`src/rtl/pmd_pkg.sv`:
```
package pmd_pkg;

  // Returns 1 when addr lies in [base, base+size).
  function automatic logic in_window(input logic [31:0] addr,
                                     input logic [31:0] base,
                                     input logic [31:0] size);
    return (addr >= base) && (addr < base + size);
  endfunction

  // Upper half of an address space of width aw.
  function automatic logic upper_half(input logic [31:0] addr, input int aw);
    return addr[aw-1];
  endfunction

  typedef enum logic [1:0] {
    RGN_NONE  = 2'd0,
    RGN_FIXED = 2'd1,
    RGN_BANK  = 2'd2,
    RGN_OPT   = 2'd3
  } region_e;

endpackage

```
`src/rtl/pmd_region_decode.sv`:
```
module pmd_region_decode
  import pmd_pkg::*;
#(
  parameter int ADDR_W     = 12,
  parameter int DISP_BASE  = 'h600,
  parameter int DISP_BYTES = 512
) (
  input  logic [ADDR_W-1:0] addr,
  input  logic              valid,
  input  logic              bank_sel,
  output region_e           region,
  output logic              disp_hit
);
  logic [31:0] addr_ext;
  logic        hi;

  assign addr_ext = 32'(addr);
  assign hi       = upper_half(addr_ext, ADDR_W);

  always_comb begin
    region = RGN_NONE;
    if (valid) begin
      if (!hi)           region = RGN_FIXED;
      else if (bank_sel) region = RGN_OPT;
      else               region = RGN_BANK;
    end
  end

  assign disp_hit = valid && !hi &&
                    in_window(addr_ext, 32'(DISP_BASE), 32'(DISP_BYTES));
endmodule

```
`src/rtl/pmd_option_arbiter.sv`:
```
module pmd_option_arbiter #(
  parameter int NUM_OPT = 4
) (
  input  logic [NUM_OPT-1:0] en,
  input  logic               strobe,
  output logic [NUM_OPT-1:0] grant,
  output logic               conflict
);
  logic [NUM_OPT:0]   taken;
  logic [NUM_OPT-1:0] dup;

  assign taken[0] = 1'b0;

  for (genvar i = 0; i < NUM_OPT; i++) begin : g_chain
    assign grant[i]    = strobe && en[i] && !taken[i];
    assign dup[i]      = en[i] && taken[i];
    assign taken[i+1]  = taken[i] || en[i];
  end

  assign conflict = |dup;
endmodule

```
`src/rtl/paged_mem_decoder.sv`:
```
module paged_mem_decoder
  import pmd_pkg::*;
#(
  parameter int ADDR_W     = 12,
  parameter int NUM_OPT    = 4,
  parameter int DISP_BASE  = 'h600,
  parameter int DISP_BYTES = 512
) (
  input  logic [ADDR_W-1:0]  addr_i,
  input  logic               addr_valid_i,
  input  logic               bank_sel_i,
  input  logic [NUM_OPT-1:0] opt_en_i,
  output logic               fixed_ce_n_o,
  output logic               disp_ce_n_o,
  output logic               bank_ce_n_o,
  output logic               opt_strobe_n_o,
  output logic [NUM_OPT-1:0] opt_ce_n_o,
  output logic               opt_conflict_o
);
  region_e            region;
  logic               disp_hit;
  logic               opt_active;
  logic [NUM_OPT-1:0] opt_grant;

  pmd_region_decode #(
    .ADDR_W(ADDR_W), .DISP_BASE(DISP_BASE), .DISP_BYTES(DISP_BYTES)
  ) u_region (
    .addr(addr_i), .valid(addr_valid_i), .bank_sel(bank_sel_i),
    .region(region), .disp_hit(disp_hit)
  );

  assign opt_active = (region == RGN_OPT);

  pmd_option_arbiter #(.NUM_OPT(NUM_OPT)) u_arb (
    .en(opt_en_i), .strobe(opt_active),
    .grant(opt_grant), .conflict(opt_conflict_o)
  );

  assign fixed_ce_n_o   = !(region == RGN_FIXED);
  assign bank_ce_n_o    = !(region == RGN_BANK);
  assign opt_strobe_n_o = !opt_active;
  assign disp_ce_n_o    = !disp_hit;
  assign opt_ce_n_o     = ~opt_grant;
endmodule

```
`config.mk`:
```
export PLATFORM = sky130hd
export DESIGN_NAME = paged_mem_decoder
export DESIGN_NICKNAME = d
export VERILOG_FILES = /design/src/rtl/pmd_pkg.sv /design/src/rtl/pmd_region_decode.sv /design/src/rtl/pmd_option_arbiter.sv /design/src/rtl/paged_mem_decoder.sv
export SDC_FILE = /design/constraint.sdc
export NUM_CORES = 1
export LEC_CHECK = 0
export ABC_AREA = 1
export BUFFER_PORTS_ARGS = -buffer_cell sky130_fd_sc_hd__buf_2
export CAP_MARGIN = 20
export CORE_AREA = 4 4 41 43
export DETAILED_ROUTE_END_ITERATION = 10
export DIE_AREA = 0 0 45 47
export PLACE_DENSITY = 0.39
export SETUP_SLACK_MARGIN = 0.5
export SLEW_MARGIN = 25
export SYNTH_ARGS = -nofsm -noshare
export SYNTH_HDL_FRONTEND = slang
export SYNTH_SLANG_ARGS = --single-unit
```
`constraint.sdc`:
```
create_clock -name vclk -period 0.8
set_input_delay 0.04 -clock vclk [all_inputs]
set_output_delay 0.04 -clock vclk [all_outputs]
set_load 0.005 [all_outputs]
```
==> impl_metrics.tcl, run 1 <==
set metrics [dict create \
    finalCritPeriodShare 0.7547 \
    die_x_um 45 \
    worstPathArrival_ns 0.56 \
    grt_pass1_vias 200 \
    placed_cells 54 \
    syn_area_per_cell_sq_um 4.886 \
    synth_xor_area_frac 0 \
    timing.hold.ws_ns 0.3427 \
    yosysSeqAreaShare 0 \
    critical_path_class "in -> out" \
    powerDensity_mw_per_mm2 435.9 \
    drt-pass1-iter-count 1 \
    antenna_found_initial 0 \
    row_count 13 \
    min_from "bank_sel_i" \
    dieArea_sq_mm 0.002115 \
    netlist_instances 21 \
    p_leak_nw 0.1527 \
    drt_iter0_drc 0 \
    max_cap_violations 0 \
    grt-ovfl-total 0 \
    drt_wl_total_um 500 \
    wl_per_cell_um 8.772 \
    relSlewSlack 0.9086 \
    drcViolationCount 0 \
    diodes 0 \
    ys_top_cells_by_area "nand2_1 (22%), inv_1 (18%), nand4_1 (12%)" \
    syn2layout_area_growth_pct 220.7 \
    drtAntennaViolNets 0 \
    n_fill_cell 157 \
    netlist-cell-type-count 9 \
    holdPathEnd "bank_ce_n_o" \
    holdPathStages 4 \
    synthSimpleGateAreaFrac 0.8171 \
    critPathCaptureType "primary output" \
    nClkBuffers 0 \
    rsz0062_at_grt "true" \
    synth_area_sq_um 102.6 \
    hold_violations 0 \
    setup_viol 0 \
    cts_hold_buf 0 \
    fin_area_sq_um 329.1 \
    vias 211 \
    num_io_pins 27 \
    synth_fa_ha_area_frac 0 \
    ys_warn_count 0 \
    required_ns 0.76 \
    synth_mux_area_frac 0 \
    drive_above_1_share 0.6905 \
    grt_pass1_wl_um 724 \
    fin_nets 62 \
    syn-num-nets 39 \
    critPathMaxFanout 4 \
    dp_hpwl_um 359.4 \
    finalWeightedCongestion 0.6054 \
    setup_tns_ns 0 \
    maxSlewViolCount 0 \
    start_kind "input pin" \
    track_usage 0.04327 \
    period_needed_ns 0.6038 \
    synth_top_family_by_area "simple AND/OR/NAND/NOR gates" \
    placed_area_sq_um 230.2 \
    coreArea_sq_mm 0.001301 \
    final_cells 57 \
    dieHeight_um 47 \
    synth_top_area_cell "nand2_1" \
    seqCellArea_sq_um 0 \
    synth_compound_area_frac 0 \
    grt_max_degree 6 \
    avgViaCountPerCell 3.702 \
    synth_top_area_share 0.2195 \
    status "finished, final reports clean" \
    max_freq_mhz 1656 \
    worstMarginPinSlew_ns 0.1367 \
    nFlopsAndLatches 0 \
    portBuffers 18 \
    vdd_drop_max_uv 184.6 \
    hold_path_class "in -> out" \
    final_util 0.2529 \
    start_util 0.07885 \
]
area by class of cell:
| type | count | area (sq um) | share of cell area |
|---|---|---|---|
| repair buffers | 21 | 173.9 | 0.5285 |
| multi-input cells | 16 | 117.6 | 0.3574 |
| inverters | 5 | 18.77 | 0.05703 |
| well taps | 15 | 18.77 | 0.05703 |
how the worst max path moves through the flow:
| stage | startpoint | to | cells after the start |
|---|---|---|---|
| floorplan | opt_en_i[1] | opt_conflict_o | 4 |
| global placement | addr_valid_i | opt_ce_n_o[3] | 5 |
| detailed placement | addr_valid_i | opt_ce_n_o[3] | 5 |
| CTS | opt_en_i[0] | opt_conflict_o | 6 |
| global route | opt_en_i[1] | opt_conflict_o | 6 |
| finish | opt_en_i[1] | opt_conflict_o | 6 |
where the power goes:
group          leakage, nW  internal, mW  total, mW  switching, mW
clock                    0             0          0              0
combinational        0.153        0.0841      0.143         0.0593
sequential               0             0          0              0
total                0.153        0.0841      0.143         0.0593
metal layers:
metal	up-vias	share of wire	global-route usage	wire, um
met3	0	0.10	0.003831	52
met5	-	0	0	0
met2	11	0.61	0.1045	303
met4	0	0	0	0
li1	108	-	-	-
met1	92	0.29	0.03820	144
worst max-delay path: stages:
cell and delay, ns:
buf_6 0.10, nor2_4 0.13, nor2_2 0.05, nor2_1 0.08
nand2_1 0.05, buf_2 0.12
synth_stat cells:
master    number
inv_1          5
nor2_4         1
nand2_2        1
nand2_1        6
nor2_1         2
nand3_1        2
nand3b_1       1
nor2_2         1
nand4_1        2
per-stage QoR:
| stage | total power, mW | worst slack, ns |
|---|---|---|
| finish | 0.1434 | 0.1962 |
| global route | 0.1560 | 0.1380 |
| CTS | 0.1258 | 0.1720 |
| detailed placement | 0.09047 | 0.09142 |
| global placement | 0.09102 | 0.09410 |
| floorplan | 0.03739 | 0.4421 |
what timing repair did:
action / in CTS / in global routing
gates resized for setup: 16 / 6
pin swaps: 10 / 9
setup buffers: 2 / 1
endpoints found under the setup margin: 9 / 9
logic make-up (layout without fill, tap and decap cells):
group / after synthesis / after routing
simple gates: 16 / 16
buf+inv: 5 / 26
layout by cell type (no fill, tap or decap):
cell type / Yosys / final
nand2_8: 0 / 1
nand2_4: 0 / 1
inv_1: 5 / 3
nand3_1: 2 / 1
buf_12: 0 / 1
nand2_1: 6 / 5
nand3b_1: 1 / 1
nand4_1: 2 / 2
nor2_1: 2 / 1
buf_2: 0 / 12
nor2_2: 1 / 1
buf_4: 0 / 1
nor2_4: 1 / 2
buf_8: 0 / 2
buf_6: 0 / 5
nand3_2: 0 / 1
inv_2: 0 / 2
Power figures use the tool's default switching activity.
==> run 2: changes to the inputs <==
- PLACE_DENSITY: 0.39 -> 0.38
==> run 2 against run 1 <==
Compared with the run above: cell count decreased by 1.8%; global-route usage fell by 0.16 points; combinational power fell by 10%; largest power group unchanged; highest routed layer unchanged.
==> impl_metrics.tcl, run 2 (synthesis gave the netlist of run 1 again) <==
set metrics [dict create \
    status "finished, final reports clean" \
    fin_nets 61 \
    grt-ovfl-total 0 \
    critical_path_class "in -> out" \
    wl_per_cell_um 7.661 \
    grt_max_degree 6 \
    hold_path_class "in -> out" \
    drive_above_1_share 0.6341 \
    vdd_drop_max_uv 121.3 \
    dieHeight_um 47 \
    finalWeightedCongestion 0.6043 \
    drt_iter0_drc 0 \
    powerDensity_mw_per_mm2 417.4 \
    row_count 13 \
    final_cell_mix "buf_2 (13), nand2_1 (5), inv_1 (4), buf_8 (4), buf_6 (3)" \
    holdPathStages 3 \
    placed_cells 54 \
    nFlopsAndLatches 0 \
    seqCellArea_sq_um 0 \
    antenna_found_initial 0 \
    grt_pass1_wl_um 710 \
    dp_hpwl_um 380.8 \
    coreArea_sq_mm 0.001301 \
    max_cap_violations 0 \
    track_usage 0.04170 \
    syn2layout_area_growth_pct 198.8 \
    pwr-share-seq 0 \
    critPathMaxFanout 4 \
    relSlewSlack 0.9150 \
    num_io_pins 27 \
    n_fill_cell 161 \
    finalPower_mw 0.1279 \
    final_common_cell "buf_2" \
    avgViaCountPerCell 3.607 \
    hold_violations 0 \
    worstPathArrival_ns 0.56 \
    multi_input_area_sq_um 110.1 \
    start_util 0.07885 \
    finalCritPeriodShare 0.7461 \
    cts_hold_buf 0 \
    drcViolationCount 0 \
    max_freq_mhz 1675 \
    required_ns 0.76 \
    dieArea_sq_mm 0.002115 \
    critPathCaptureType "primary output" \
    die_x_um 45 \
    p_leak_nw 0.1408 \
    drtAntennaViolNets 0 \
    final_cells 56 \
    grt_pass1_vias 209 \
    period_needed_ns 0.5969 \
    min_from "opt_en_i[2]" \
    setup_slack_ns 0.2031 \
    pre_cts_ws_ns 0.1043 \
    rsz0062_at_grt "true" \
    setup_tns_ns 0 \
    maxSlewViolCount 0 \
    holdPathEnd "opt_ce_n_o[2]" \
    diodes 0 \
    drt_wl_total_um 429 \
    timing.hold.ws_ns 0.3370 \
    switching_share 0.4134 \
    p_clk_frac 0 \
    nClkBuffers 0 \
    start_kind "input pin" \
    p_comb_frac 1.000 \
    setup_viol 0 \
    intPower_mw 0.07506 \
    portBuffers 18 \
    worstMarginPinSlew_ns 0.1271 \
    p_switching_mw 0.05289 \
    drt-pass1-iter-count 1 \
    vias 202 \
]
[run 2: how the worst max path moves through the flow]
stage	endpoint	cells past startpoint	startpoint	slack, ns
detailed placement	opt_ce_n_o[3]	5	addr_valid_i	0.10
finish	opt_conflict_o	6	opt_en_i[1]	0.20
floorplan	opt_conflict_o	4	opt_en_i[1]	0.44
CTS	opt_conflict_o	6	opt_en_i[0]	0.17
global placement	opt_ce_n_o[3]	5	addr_valid_i	0.09
global route	opt_conflict_o	6	opt_en_i[1]	0.13
[run 2: stage by stage]
stage / util / cell area, sq um
2_1_floorplan: - / 121.4
4_1_cts: 0.2279 / 296.5
3_3_place_gp: 0.1769 / 230.2
6_report: 0.2356 / 306.5
5_1_grt: 0.2356 / 306.5
3_5_place_dp: 0.1769 / 230.2
[run 2: critical path: stages]
cell and delay [ns]:
buf_8 0.10, nor2_4 0.12, nor2_1 0.05, nor2_1 0.08, nand2_1 0.05, buf_2 0.12
[run 2: repair_timing]
| action | 4_1_cts | 5_1_grt |
|---|---|---|
| gates resized for setup | 15 | 3 |
| pin swaps | 10 | 5 |
| buffers inserted | 2 | 0 |
| setup endpoints to repair | 9 | 9 |
[run 2: area by class of cell]
cell class	instances	share of cell area
Inverter	5	0.06122
Multi-Input combinational cell	16	0.3592
Tap cell	15	0.06122
Timing Repair Buffer	20	0.5184
[run 2: routing by layer]
layer / track usage / share of wire / vias up
li1: - / - / 106
met1: 0.04270 / 0.37 / 87
met2: 0.09605 / 0.58 / 9
met3: 0 / 0.058 / 0
met4: 0 / 0 / 0
met5: 0 / 0 / -
[run 2: power by group through the flow]
stage / clock, mW / combinational [mW] / sequential [mW]
floorplan: 0 / 0.0374 / 0
global placement: 0 / 0.0913 / 0
detailed placement: 0 / 0.0911 / 0
CTS: 0 / 0.125 / 0
global route: 0 / 0.141 / 0
finish: 0 / 0.128 / 0
